**config.mk**
```make
export PLATFORM = sky130hd
export DESIGN_NAME = repeater_core
export DESIGN_NICKNAME = d
export VERILOG_FILES = /design/src/rtl/repeater_core.sv
export SDC_FILE = /design/constraint.sdc
export NUM_CORES = 1
export LEC_CHECK = 0
export ABC_AREA = 1
export BUFFER_PORTS_ARGS = -buffer_cell sky130_fd_sc_hd__buf_2
export CORE_MARGIN = 5
export CORE_UTILIZATION = 47
export CTS_CLUSTER_DIAMETER = 30
export CTS_CLUSTER_SIZE = 8
export DETAILED_ROUTE_END_ITERATION = 10
export MAX_ROUTING_LAYER = met4
export PLACE_DENSITY = 0.88
export SLEW_MARGIN = 5
export SYNTH_ARGS = -nofsm -noshare
export SYNTH_HDL_FRONTEND = slang
export SYNTH_SLANG_ARGS = --single-unit
```
**constraint.sdc**
```tcl
create_clock -name clk -period 1.62 [get_ports clk]
set_input_delay 0.324 -clock clk [delete_from_list [all_inputs] [get_ports clk]]
set_output_delay 0.324 -clock clk [all_outputs]
set_load 0.02 [all_outputs]
```
**src/rtl/repeater_core.sv**
```systemverilog
module repeater_core #(
  parameter int NPORTS    = 8,
  parameter int PRE_DELAY = 12,
  parameter int PRE_LEN   = 15
) (
  input  logic              clk,
  input  logic              rst_n,
  input  logic              rxe_pol_pin,
  input  logic              preamble_mode,
  input  logic [NPORTS-1:0] carrier,
  input  logic [NPORTS-1:0] jabber,
  input  logic [NPORTS-1:0] partition,
  input  logic              casc_active,
  input  logic              casc_col,
  input  logic              eb_error,
  output logic [NPORTS-1:0] rx_en,
  output logic [NPORTS-1:0] tx_en,
  output logic              tx_ready,
  output logic [3:0]        state_code,
  output logic [1:0]        tx_sel,
  output logic [3:0]        tx_nibble
);

  localparam int IW  = $clog2(NPORTS + 1);
  localparam int CW  = $clog2(PRE_DELAY + PRE_LEN + 2);
  localparam logic [IW-1:0] EXT = IW'(NPORTS);

  typedef enum logic [3:0] {
    S_IDLE  = 4'd0,
    S_COLL  = 4'd1,
    S_OPL   = 4'd2,
    S_RPT   = 4'd3,
    S_NOISE = 4'd4
  } state_t;

  localparam logic [1:0] P_WAIT = 2'd0, P_RUN = 2'd1, P_DONE = 2'd2;
  localparam logic [1:0] SRC_NONE = 2'd0, SRC_DATA = 2'd1, SRC_JAM = 2'd2, SRC_PRE = 2'd3;

  state_t            state_q, state_d;
  logic [IW-1:0]     n_q, left_q, sole;
  logic              pol_q, jam_q;
  logic [1:0]        phase_q;
  logic [CW-1:0]     pcnt_q;
  logic [NPORTS-1:0] act, rx_raw;
  logic [IW:0]       srcs;
  logic              coll, one, none;

  function automatic logic [NPORTS-1:0] port_bit(input logic [IW-1:0] idx);
    logic [NPORTS-1:0] m;
    for (int i = 0; i < NPORTS; i++) m[i] = (idx == IW'(i));
    return m;
  endfunction

  assign act  = carrier & ~jabber & ~partition;
  assign srcs = (IW+1)'($countones(act)) + (IW+1)'(casc_active);
  assign none = (srcs == '0);
  assign one  = (srcs == (IW+1)'(1));
  assign coll = (srcs > (IW+1)'(1)) || casc_col;

  always_comb begin
    sole = EXT;
    for (int i = NPORTS - 1; i >= 0; i--)
      if (act[i]) sole = IW'(i);
  end

  always_comb begin
    state_d = state_q;
    unique case (state_q)
      S_IDLE:  if (coll) state_d = S_COLL;
               else if (one) state_d = S_RPT;
      S_RPT:   if (coll) state_d = S_COLL;
               else if (eb_error) state_d = S_NOISE;
               else if (none) state_d = S_IDLE;
      S_COLL:  if (!casc_col && none) state_d = S_IDLE;
               else if (!casc_col && one) state_d = S_OPL;
      S_OPL:   if (coll) state_d = S_COLL;
               else if (none) state_d = S_IDLE;
      S_NOISE: if (coll) state_d = S_COLL;
               else if (none) state_d = S_IDLE;
      default: state_d = S_IDLE;
    endcase
  end

  always_ff @(posedge clk or negedge rst_n)
    if (!rst_n) begin
      state_q <= S_IDLE;
      n_q     <= '0;
      left_q  <= '0;
    end else begin
      state_q <= state_d;
      if (state_q == S_IDLE && state_d == S_RPT) n_q <= sole;
      if (state_q != S_OPL && state_d == S_OPL) left_q <= sole;
    end

  always_ff @(posedge clk)
    if (!rst_n) pol_q <= rxe_pol_pin;

  always_comb begin
    unique case (state_q)
      S_RPT:          tx_en = ~port_bit(n_q);
      S_OPL:          tx_en = ~port_bit(left_q);
      S_COLL, S_NOISE: tx_en = '1;
      default:        tx_en = '0;
    endcase
    tx_en = tx_en & ~jabber;
  end

  assign tx_ready   = |tx_en;
  assign state_code = state_q;
  assign rx_raw     = (state_q == S_RPT) ? port_bit(n_q) : '0;
  assign rx_en      = pol_q ? rx_raw : ~rx_raw;

  always_ff @(posedge clk or negedge rst_n)
    if (!rst_n) begin
      phase_q <= P_WAIT;
      pcnt_q  <= '0;
    end else if (state_q == S_IDLE) begin
      phase_q <= P_WAIT;
      pcnt_q  <= '0;
    end else begin
      case (phase_q)
        P_WAIT:
          if (!preamble_mode) phase_q <= P_DONE;
          else if (pcnt_q == CW'(PRE_DELAY - 1)) begin
            phase_q <= P_RUN;
            pcnt_q  <= '0;
          end else pcnt_q <= pcnt_q + 1'b1;
        P_RUN:
          if (pcnt_q == CW'(PRE_LEN)) phase_q <= P_DONE;
          else pcnt_q <= pcnt_q + 1'b1;
        default: phase_q <= P_DONE;
      endcase
    end

  always_comb begin
    if (phase_q == P_RUN) tx_sel = SRC_PRE;
    else if (phase_q == P_WAIT && preamble_mode) tx_sel = SRC_NONE;
    else if (state_q == S_IDLE) tx_sel = SRC_NONE;
    else if (state_q == S_RPT) tx_sel = SRC_DATA;
    else tx_sel = SRC_JAM;
  end

  always_ff @(posedge clk or negedge rst_n)
    if (!rst_n) jam_q <= 1'b0;
    else jam_q <= (tx_sel == SRC_JAM) ? ~jam_q : 1'b0;

  always_comb
    unique case (tx_sel)
      SRC_PRE:  tx_nibble = (pcnt_q == CW'(PRE_LEN)) ? 4'hD : 4'h5;
      SRC_JAM:  tx_nibble = jam_q ? 4'h4 : 4'h3;
      default:  tx_nibble = 4'h0;
    endcase


  idle_quiet_chk: assert property (@(posedge clk) disable iff (!rst_n)
    (state_code == 4'd0) |-> (tx_en == '0 && !tx_ready));


  rx_quiet_chk: assert property (@(posedge clk) disable iff (!rst_n)
    (state_code != 4'd3) |-> (rx_en == {NPORTS{~pol_q}}));


  coll_all_chk: assert property (@(posedge clk) disable iff (!rst_n)
    (state_code == 4'd1) |-> &(tx_en | jabber));


  opl_entry_chk: assert property (@(posedge clk) disable iff (!rst_n)
    (state_code == 4'd2) |-> ($past(state_code) == 4'd1 || $past(state_code) == 4'd2));


  noise_entry_chk: assert property (@(posedge clk) disable iff (!rst_n)
    (state_code == 4'd4) |-> ($past(state_code) == 4'd3 || $past(state_code) == 4'd4));


  jam_alt_chk: assert property (@(posedge clk) disable iff (!rst_n)
    (tx_sel == 2'd2 && $past(tx_sel) == 2'd2) |-> (tx_nibble != $past(tx_nibble)));

endmodule

```
==> reports/metrics.cfg, run 1 <==
[yosys]
synth_nets = 340
postSynthAreaPerCell_um2 = 6.32
yosys_warnings = 0
yosysSeqAreaShare = 0.280
synth_seq_cells = 21
async_flop_share = 0.952
syn_area_um2 = 1900
synth_edf_count = 1
ys_types = 28
synthFlopType = dfrtp_1
synthCells = 300

[floorplan]
ios = 58
die_w_um = 73.5
num_rows = 23
start_util = 0.481
dieHeight_um = 73.5

[status]
status = aborted with a tool error
firstError = [ERROR DPL-0038] Utilization greater than 100%, impossible to legalize
failed_stage = global routing (5_1_grt)

[placed_design]
placed_cells = 463
portBuffers = 57
place_hpwl_um = 4550
gp_congestion = 0.899

[sta]
worstEndpointType = register data pin
postGrtWorstEndpoint = n_q[0]$_DFFE_PN0P_/D

[clocking]
htree_levels = 1
root_buffer = clkbuf_8
cts_sinks = 21
clockBufferDepth = 2
cts_buffers = 3
cts_hold_buffers = 0

[global_routing]
grt_max_degree = 21

==> logic make-up after synthesis <==
group | after synthesis | share of synthesized area
AO/OA/AOI/OAI | 23 | 0.0679
XOR/XNOR | 9 | 0.0416
adder cells (fa/ha/maj) | 9 | 0.0792
buffers and inverters | 67 | 0.135
flip-flops | 21 | 0.280
other | 1 | 0.00198
AND/OR/NAND/NOR | 170 | 0.395
==> Yosys cell counts, types with 3 or more instances <==
library cell	n	area, um^2
nor2_1	33	124
nand3b_1	3	22.5
inv_1	59	221
a21oi_1	3	15.0
xor2_1	9	78.8
nand3_1	30	150
inv_2	7	26.3
ha_1	4	50.1
fa_1	5	100
o21ai_1	5	25.0
nor3_1	4	20.0
dfrtp_1	20	500
nand2_1	88	330
nor2_4	4	45.0
nor2_2	3	18.8
o21ai_0	9	45.0
==> metrics by stage <==
stage               worst slack [ps]  instance area [um^2]
floorplan                      -1900                  2160
global placement               -2190                  2920
detailed placement             -2310                  2920
CTS                            -2030                  3530
==> timing repair <==
item,CTS
cloned,3
gates resized for setup,136
setup endpoints to repair,38
pin swaps,50
setup buffers,16
==> inputs of run 2 (changes only) <==
--- a/config.mk
+++ b/config.mk
@@ -8,12 +8,9 @@
 export ABC_AREA = 1
 export BUFFER_PORTS_ARGS = -buffer_cell sky130_fd_sc_hd__buf_2
 export CORE_MARGIN = 5
-export CORE_UTILIZATION = 47
-export CTS_CLUSTER_DIAMETER = 30
-export CTS_CLUSTER_SIZE = 8
+export CORE_UTILIZATION = 40
 export DETAILED_ROUTE_END_ITERATION = 10
-export MAX_ROUTING_LAYER = met4
-export PLACE_DENSITY = 0.88
+export PLACE_DENSITY_LB_ADDON = 0.15
 export SLEW_MARGIN = 5
 export SYNTH_ARGS = -nofsm -noshare
 export SYNTH_HDL_FRONTEND = slang
==> constraint.sdc (replaced) <==
create_clock -name clk -period 2.11 [get_ports clk]
set_input_delay 0.422 -clock clk [delete_from_list [all_inputs] [get_ports clk]]
set_output_delay 0.422 -clock clk [all_outputs]
set_load 0.02 [all_outputs]
==> run 2 against run 1 <==
  * The flow now finishes, with violations (negative setup slack)
  * Synthesized area is the same
  * Synthesized cell count is the same
==> reports/metrics.cfg, run 2 <==
[clocking]
htree_levels = 1  ; unchanged
cts_sinks = 21  ; unchanged
root_buffer = clkbuf_8
path_clk_slew_ps = 80
cts_tree = done
clockBufferDepth = 2  ; unchanged
cts_buffers = 3  ; unchanged
clk_latency_ps = 270

[sta]
finClkSkew_ps = 3.66
setup_tns_ps = -16560
fin_ws_ps = -1490
setup_viol = 23
rsz0062_at_grt = yes
fmax_mhz = 277
fin_crit_sh = 1.71
drv_slew = 0
period_minus_slack_ps = 3600
hold_ws_ps = 136
hold_violations = 0

[yosys]
synthFlopType = dfrtp_1
synth_top_area_share = 0.264  ; unchanged
synth_seq_cells = 21  ; unchanged
syn_area_um2 = 1900  ; unchanged
synth_area_leaders = dfrtp_1, nand2_1, inv_1, nand3_1, nor2_1
synth_top_cell_by_area = dfrtp_1
synthCells = 300  ; unchanged
yosys_warnings = 0  ; unchanged
synth_edf_count = 1  ; unchanged
ys_types = 28  ; unchanged
ys_top_cells_by_count = nand2_1, inv_1, nor2_1
yosysMostFrequentCell = nand2_1
yosysSeqAreaShare = 0.280  ; unchanged
async_flop_share = 0.952  ; unchanged
postSynthAreaPerCell_um2 = 6.32  ; unchanged
synth_nets = 340  ; unchanged

[worst_setup_path]
cp_common_cell = inv_2
crit_type = primary input to flip-flop
critPathBufInv = 9
r2r-end = pcnt_q[3]
r2r_start = pcnt_q[0]
crit_slowest_cell = fa_1
reg2reg_depth = 10
reg2reg_setup_slack_ps = 310
arrival_ps = 3760
cpPeakStageDelay_ps = 490
endpoint_kind = flip-flop
crit_family = adder cells
crit_path_cell_trace = buf_8, clkinv_8, nor2_4, nand2_2, inv_2, fa_1, inv_1, fa_1, fa_1, inv_1, fa_2, inv_2, fa_2, buf_4, nand2_2, inv_2, a21oi_2, nor2_4, inv_2, o21ai_0
cp_data_required_time_ps = 2260
cp-start-kind = primary input
crit_fanout = 5

[finish]
nNetsFinal = 429
drive_above_1_share = 0.374
syn2layout_area_growth_pct = 45.9
n_antenna_cell = 0
largest_reg_flops = 5
largest_register = pcnt_q
final_common_cell = nand2_1
mostFrequentLayoutCells = nand2_1, inv_1, buf_2, buf_4, nand3_1

[global_routing]
grt_max_degree = 21
grt_pass1_wl_um = 8470
antenna_found_initial = 0
grt.total_usage = 0.166
overflow = 0
grt_pass1_vias = 2011

[pwr]
power_density_nw_per_um2 = 795
cellLeakagePower_uw = 0.00160
ir_drop_mv = 0.454

[placed_design]
portBuffers = 57  ; unchanged
gp_congestion = 0.825  ; -8.3%
place_hpwl_um = 4000  ; -12%
pre_cts_slack_ps = -1810  ; +503 ps

[floorplan]
fp.dieArea_um2 = 6220
start_util = 0.407  ; -0.0741
fp.coreArea_um2 = 4660
die_w_um = 78.9  ; +7.3%
num_rows = 25  ; +8.7%
dieHeight_um = 78.9  ; +7.3%
ios = 58  ; unchanged

[routing]
drc_errors = 0
initialDrtViolationCount = 49
drt_first_pass_iters = 5
detail-route-antenna-nets = 0
routedWlPerCell_um = 11.8
num_vias = 2063
wl_um = 5200
vias_per_cell = 4.67

[status]
status = complete, but fails checks
violations = negative setup slack

[run]
cap_violations = 0

[min_path]
min_path_type = primary input to async pin

## run 2: cell counts after synthesis
Identical to the previous run, type by type.
## run 2: layout make-up
type	instances	area, um^2
Timing Repair Buffer	85	568
Tap cell	54	67.6
Fill cell	452	1890
Multi-Input combinational cell	212	1290
Sequential cell	21	532
Clock inverter	1	5.00
Inverter	66	263
Clock buffer	3	41.3
## run 2: where the power goes
| part | total [uW] | leakage (uW) | switching (uW) | internal (uW) |
|---|---|---|---|---|
| sequential | 670 | 0.000270 | 143 | 528 |
| clock | 277 | 0.0000255 | 145 | 132 |
| combinational | 1250 | 0.00130 | 782 | 472 |
## run 2: how the worst max path moves through the flow
| stage | slack [ps] | endpoint | cells after the start | from |
|---|---|---|---|---|
| final | -1490 | state_code[1] | 20 | carrier[2] |
| after global routing | -1620 | n_q[2] | 22 | carrier[2] |
| after CTS | -1450 | n_q[2] | 22 | carrier[2] |
| after detailed placement | -1810 | n_q[2] | 22 | carrier[2] |
| after global placement | -1740 | n_q[2] | 22 | carrier[2] |
| after floorplan | -1500 | n_q[2] | 21 | carrier[2] |
## run 2: cells by family after synthesis
family / share of synthesized area
flip-flops: 0.280
AND/OR/NAND/NOR: 0.395
AO/OA/AOI/OAI: 0.0679
adder cells (fa/ha/maj): 0.0792
XOR/XNOR: 0.0416
buffers and inverters: 0.135
other: 0.00198
## run 2: through the flow
step	utilization	area, um^2	power [uW]	std cells
after floorplan	-	1920	1400	300
after global placement	0.522	2430	1740	432
after detailed placement	0.522	2430	1750	432
after CTS	0.557	2590	2100	439
after global routing	0.594	2770	2390	442
final	0.594	2770	2200	442
## run 2: layer usage
| layer | global-route usage | wire length, um | part of all wire | vias up |
|---|---|---|---|---|
| met5 | 0 | 0 | 0 | - |
| met4 | 0.0464 | 74 | 0.014 | 0 |
| met3 | 0.0215 | 270 | 0.052 | 7 |
| met2 | 0.297 | 2590 | 0.50 | 59 |
| met1 | 0.210 | 2260 | 0.44 | 908 |
| li1 | - | - | - | 1089 |
## run 2: timing repair
item,in CTS,in global routing
cloned,0,1
buffers inserted,3,2
hold buffers,0,0
endpoints found under the hold margin,0,0
pin swaps,9,8
resized for setup,27,45
endpoints found under the setup margin,22,27
No activity file was read; power rests on OpenSTA's default activity.
==> inputs of run 3 (changes only) <==
--- a/config.mk
+++ b/config.mk
@@ -9,7 +9,10 @@
 export BUFFER_PORTS_ARGS = -buffer_cell sky130_fd_sc_hd__buf_2
 export CORE_MARGIN = 5
 export CORE_UTILIZATION = 40
+export CTS_BUF_LIST = sky130_fd_sc_hd__clkbuf_8 sky130_fd_sc_hd__clkbuf_16
 export DETAILED_ROUTE_END_ITERATION = 10
+export GPL_TIMING_DRIVEN = 0
+export HOLD_SLACK_MARGIN = 0.02
 export PLACE_DENSITY_LB_ADDON = 0.15
 export SLEW_MARGIN = 5
 export SYNTH_ARGS = -nofsm -noshare
==> run 3 against run 2 <==
  * The flow still finishes with violations (negative setup slack)
  * Cell count fell by 4.8%
  * Count of clock-buffer cells in the layout stayed put
  * Hold slack worse by 37 ps
==> reports/metrics.cfg, run 3 (synthesis gave the netlist of run 2 again) <==
[floorplan]
fp.coreArea_um2 = 4660  ; unchanged
dieHeight_um = 78.9  ; unchanged
start_util = 0.407  ; unchanged
ios = 58  ; unchanged
fp.dieArea_um2 = 6220  ; unchanged
num_rows = 25  ; unchanged
die_w_um = 78.9  ; unchanged

[worst_setup_path]
cp_common_cell = inv_2
cpPeakStageDelay_ps = 530  ; +40 ps
cp_data_required_time_ps = 2270  ; about the same
cp-start-kind = primary input
reg2reg_depth = 10  ; unchanged
crit_type = primary input to flip-flop
endpoint_kind = flip-flop
r2r-end = pcnt_q[0]
crit_fanout = 5  ; unchanged
arrival_ps = 3760  ; about the same
crit_path_cell_trace = buf_8, clkinv_8, nor2_4, nand2_2, inv_2, fa_1, inv_1, fa_1, fa_1, inv_1, fa_2, inv_2, fa_2, inv_2, nor2_2, nand2_1, nor2_2, nand2_2, nor2_4, inv_2, nand2_1, o21ai_2
reg2reg_setup_slack_ps = 310  ; about the same
r2r_start = pcnt_q[0]
crit_slowest_cell = fa_2

[global_routing]
grt_pass1_wl_um = 7540  ; -11%
overflow = 0  ; unchanged
antenna_found_initial = 0  ; unchanged
grt_max_degree = 22  ; +4.8%
grt.total_usage = 0.149  ; -0.0175
grt_pass1_vias = 1755  ; -13%

[sta]
hold_violations = 0  ; unchanged
finClkSkew_ps = 3.32  ; -0.337 ps
fmax_mhz = 277  ; about the same
rsz0062_at_grt = yes
period_minus_slack_ps = 3600  ; -1.18 ps
fin_crit_sh = 1.71  ; about the same
fin_ws_ps = -1490  ; +1.18 ps
drv_slew = 0  ; unchanged
setup_tns_ps = -15680  ; +873 ps
setup_viol = 19  ; -17%

[clocking]
path_clk_slew_ps = 70  ; about the same
clockBufferDepth = 2  ; unchanged
cts_buffers = 3  ; unchanged
cts_sinks = 21  ; unchanged
root_buffer = clkbuf_8
clk_latency_ps = 260  ; about the same
htree_levels = 1  ; unchanged
cts_tree = done

[placed_design]
gp_congestion = 0.823  ; -0.18%
place_hpwl_um = 3730  ; -6.8%
pre_cts_slack_ps = -1930  ; -121 ps
portBuffers = 57  ; unchanged

[finish]
syn2layout_area_growth_pct = 30.1
n_antenna_cell = 0  ; unchanged
largest_register = pcnt_q
final_common_cell = nand2_1
fin_util = 0.530  ; -0.0642
drive_above_1_share = 0.313  ; -0.0604
mostFrequentLayoutCells = nand2_1, buf_2, inv_1, nor2_1, nand3_1
nNetsFinal = 408  ; -4.9%
largest_reg_flops = 5  ; unchanged

[routing]
num_vias = 1964  ; -4.8%
drt_first_pass_iters = 4  ; -1
detail-route-antenna-nets = 0  ; unchanged
wl_um = 4470  ; -14%
vias_per_cell = 4.67  ; about the same
initialDrtViolationCount = 52  ; +6.1%
routedWlPerCell_um = 10.6  ; -9.7%
drc_errors = 0  ; unchanged

[status]
violations = negative setup slack
status = complete, but fails checks

[pwr]
ir_drop_mv = 0.613  ; +35%
cellLeakagePower_uw = 0.00146  ; -8.6%
power_density_nw_per_um2 = 821  ; +3.2%

[min_path]
min_path_type = primary input to async pin

[run]
cap_violations = 0  ; unchanged

run 3: cell count changes in the layout (fill, tap and decap cells not counted), moves of 2 or more:
cell     delta
buf_4      -23
buf_2      +10
nor2_1      +8
nor2_4      -7
buf_6       -6
buf_8       -2
nand3_2     +2
nand3_4     -2
run 3: where the power goes:
group          leakage, uW  internal, uW  total [uW]  switching [uW]
Sequential        0.000271           528         666             138
Clock            0.0000255           132         259             128
Combinational      0.00116           397        1100             704
run 3: how the worst max path moves through the flow:
stage	from	to	slack (ps)	depth (start not counted)
global route	carrier[2]	n_q[2]	-1700	22
floorplan	carrier[2]	n_q[2]	-1500	21
global placement	carrier[2]	n_q[2]	-1930	22
CTS	carrier[2]	n_q[2]	-1490	22
finish	carrier[2]	n_q[2]	-1490	22
detailed placement	carrier[2]	n_q[2]	-1930	22
run 3: critical path: cells and delay by family:
family	cells	cell delay (ps)
compound gates	1	50
fa+ha+maj	5	2120
buf+inv	8	470
simple gates	8	690
run 3: through the flow:
stage | instance area, um^2 | hold slack, ps | power [uW] | instances
3_3_place_gp | 2270 | 399 | 1680 | 411
5_1_grt | 2470 | 128 | 2210 | 421
6_report | 2470 | 99.6 | 2030 | 421
4_1_cts | 2390 | 105 | 1990 | 418
3_5_place_dp | 2270 | 399 | 1690 | 411
2_1_floorplan | 1920 | 126 | 1400 | 300
run 3: routing by layer:
layer	global-route usage	vias to the layer above	share of wire
met5	0	-	0
met4	0.0412	0	0.012
met3	0.0306	6	0.051
met2	0.245	41	0.47
met1	0.198	868	0.47
li1	-	1049	-
run 3: area by class of cell:
type / instances / area, um^2
repair buffers: 63 / 340
flip-flops and latches: 21 / 531
well taps: 54 / 67.6
fillers: 474 / 2190
inverters: 66 / 260
clock inverters: 1 / 5.00
clock buffers: 3 / 41.3
multi-input cells: 212 / 1220
plain buffers: 1 / 7.51
run 3: timing repair:
item                                    4_1_cts  5_1_grt
endpoints found under the setup margin       19       29
gates resized for setup                      15       19
pin swaps                                     3        6
hold buffers                                  0        0
buffers inserted                              3        3
hold endpoints to repair                      0        0
==> inputs of run 4 (changes only) <==
--- a/config.mk
+++ b/config.mk
@@ -6,14 +6,15 @@
 export NUM_CORES = 1
 export LEC_CHECK = 0
 export ABC_AREA = 1
+export ABC_CLOCK_PERIOD_IN_PS = 2110
 export BUFFER_PORTS_ARGS = -buffer_cell sky130_fd_sc_hd__buf_2
-export CORE_MARGIN = 5
+export CORE_MARGIN = 10
 export CORE_UTILIZATION = 40
 export CTS_BUF_LIST = sky130_fd_sc_hd__clkbuf_8 sky130_fd_sc_hd__clkbuf_16
 export DETAILED_ROUTE_END_ITERATION = 10
 export GPL_TIMING_DRIVEN = 0
 export HOLD_SLACK_MARGIN = 0.02
-export PLACE_DENSITY_LB_ADDON = 0.15
+export PLACE_DENSITY = 0.73
 export SLEW_MARGIN = 5
 export SYNTH_ARGS = -nofsm -noshare
 export SYNTH_HDL_FRONTEND = slang
==> run 4 against run 3 <==
  * The flow still finishes with violations (negative setup slack)
  * Register-to-register slack better by 20 ps
  * Die area is 27% higher
  * Count of clock-buffer cells in the layout stayed put
  * Cell area is 2.8% higher
  * Clock power is 3% higher
  * Sequential share of layout area is 0.54 points lower
  * Sequential power is 2% higher
  * Global-route usage is 2.4 points lower
==> reports/metrics.cfg, run 4 (synthesis gave the netlist of run 2 again) <==
[status]
status = complete, but fails checks
violations = negative setup slack

[finish]
drive_above_1_share = 0.341  ; +0.0281
n_antenna_cell = 0  ; unchanged
mostFrequentLayoutCells = nand2_1, inv_1, buf_2, nand3_1, nor2_1
syn2layout_area_growth_pct = 33.8
largest_reg_flops = 5  ; unchanged
largest_register = pcnt_q
final_common_cell = nand2_1
finalInstanceArea_um2 = 2540  ; +2.8%
nNetsFinal = 410  ; +0.49%

[clocking]
cts_tree = done
htree_levels = 1  ; unchanged
clk_latency_ps = 260  ; about the same
root_buffer = clkbuf_8
path_clk_slew_ps = 80  ; about the same
cts_sinks = 21  ; unchanged
clockBufferDepth = 2  ; unchanged
cts_buffers = 3  ; unchanged

[worst_setup_path]
cpPeakStageDelay_ps = 510  ; -20 ps
crit_type = primary input to flip-flop
endpoint_kind = flip-flop
crit_path_cell_trace = buf_8, clkinv_8, nor2_4, nand2_2, inv_2, fa_1, inv_1, fa_1, fa_1, inv_2, fa_2, inv_2, fa_1, inv_2, nor2_1, nand2_1, nor2_2, nand2_2, nor2_4, inv_4, nand2_2, o21ai_2
crit_fanout = 5  ; unchanged
cp_data_required_time_ps = 2270  ; about the same
crit_slowest_cell = fa_1
arrival_ps = 3780  ; +20 ps
cp-start-kind = primary input

[routing]
initialDrtViolationCount = 80  ; +54%
wl_um = 5180  ; +16%
num_vias = 2037  ; +3.7%
drt_first_pass_iters = 4  ; unchanged
vias_per_cell = 4.84  ; +3.7%
drc_errors = 0  ; unchanged
detail-route-antenna-nets = 0  ; unchanged
routedWlPerCell_um = 12.3  ; +16%

[global_routing]
grt_max_degree = 22  ; unchanged
grt_pass1_vias = 1941  ; +11%
grt.total_usage = 0.125  ; -0.0241
grt_pass1_wl_um = 8090  ; +7.3%
antenna_found_initial = 0  ; unchanged
overflow = 0  ; unchanged

[placed_design]
placed_area_um2 = 2270  ; -0.11%
gp_congestion = 0.811  ; -1.4%
portBuffers = 57  ; unchanged
place_hpwl_um = 4040  ; +8.5%
pre_cts_slack_ps = -1920  ; +14.8 ps

[pwr]
ir_drop_mv = 0.364  ; -41%
combPwrFrac = 0.552  ; +0.008
power_density_nw_per_um2 = 830  ; +1.1%
switchingPower_uw = 1030  ; +6.1%
p_clk_frac = 0.127  ; about the same
cellLeakagePower_uw = 0.00148  ; +1.5%
p_int_uw = 1080  ; +2.0%
pwr-share-seq = 0.321  ; -0.007
netSwitchingFraction = 0.488  ; +0.00978

[sta]
fmax_mhz = 276  ; -0.52%
fin_ws_ps = -1510  ; -18.7 ps
fin_crit_sh = 1.72  ; +0.00887
finClkSkew_ps = 3.92  ; +0.599 ps
rsz0062_at_grt = yes
period_minus_slack_ps = 3620  ; +18.7 ps
drv_slew = 0  ; unchanged
hold_ws_ps = 104  ; +4.38 ps
hold_violations = 0  ; unchanged
setup_viol = 21  ; +2

[floorplan]
ios = 58  ; unchanged
die_w_um = 88.9  ; +13%
fp.dieArea_um2 = 7900  ; +27%
dieHeight_um = 88.9  ; +13%
fp.coreArea_um2 = 4470  ; -4.0%
num_rows = 24  ; -4.0%
start_util = 0.424  ; +0.0170

[min_path]
min_path_type = primary input to async pin

[run]
cap_violations = 0  ; unchanged

run 4: cell types whose count changed in the layout (fill, tap and decap cells not counted), moves of 3 or more:
cell,delta
buf_2,-6
nor2_1,-5
nor2_2,+5
buf_4,+4
buf_6,+4
nand2_2,+4
nand2_1,-3
run 4: through the flow:
step	utilization	TNS [ps]	total power [uW]	instances
finish	0.567	-16800	2110	421
global route	0.567	-20150	2270	421
CTS	0.530	-15570	1990	415
detailed placement	0.508	-19490	1700	409
global placement	0.508	-18980	1670	409
floorplan	-	-15370	1400	300
run 4: final timing paths:
kind / startpoint / endpoint / slack [ps] / cells after the start
min: rst_n / phase_q[1] / 100 / 1
max reg2reg: pcnt_q[0] / pcnt_q[0] / 330 / 10
min reg2reg: jam_q / jam_q / 480 / 1
min in group clk: rxe_pol_pin / pol_q / 330 / 1
max: carrier[2] / n_q[2] / -1510 / 22
max in group asynchronous: rst_n / state_code[2] / 1660 / 1
run 4: power by group through the flow:
stage	Clock [uW]	Sequential [uW]	Combinational, uW
after detailed placement	0	669	1030
after global placement	0	661	1010
final	267	677	1160
after floorplan	0	656	744
after CTS	269	663	1060
after global routing	286	697	1290
run 4: final cells by class:
type / count / area (um^2)
clock inverter: 1 / 5.00
clock buffer: 3 / 41.3
timing repair buffer: 65 / 382
inverter: 66 / 263
buffer: 1 / 11.3
tap: 52 / 65.1
sequential: 21 / 532
fill: 437 / 1940
multi-input combinational: 212 / 1240
run 4: per-layer routing:
metal,vias to the layer above,wire length [um],global-route usage,share of wire
met5,-,0,0,0
met4,0,88,0.0426,0.017
met3,7,336,0.0331,0.065
met2,55,2550,0.217,0.49
met1,922,2210,0.144,0.43
li1,1053,-,-,-
run 4: worst max-delay path, delay by kind of cell:
kind | cells | cell delay [ps]
buf+inv | 8 | 460
fa+ha+maj | 5 | 2110
simple gates | 8 | 730
compound gates | 1 | 50
run 4: timing repair:
action | 4_1_cts | 5_1_grt
gates cloned | 0 | 1
pin swaps | 1 | 6
hold buffers | 0 | 0
setup buffers | 3 | 6
endpoints found under the setup margin | 21 | 30
resized for setup | 11 | 44
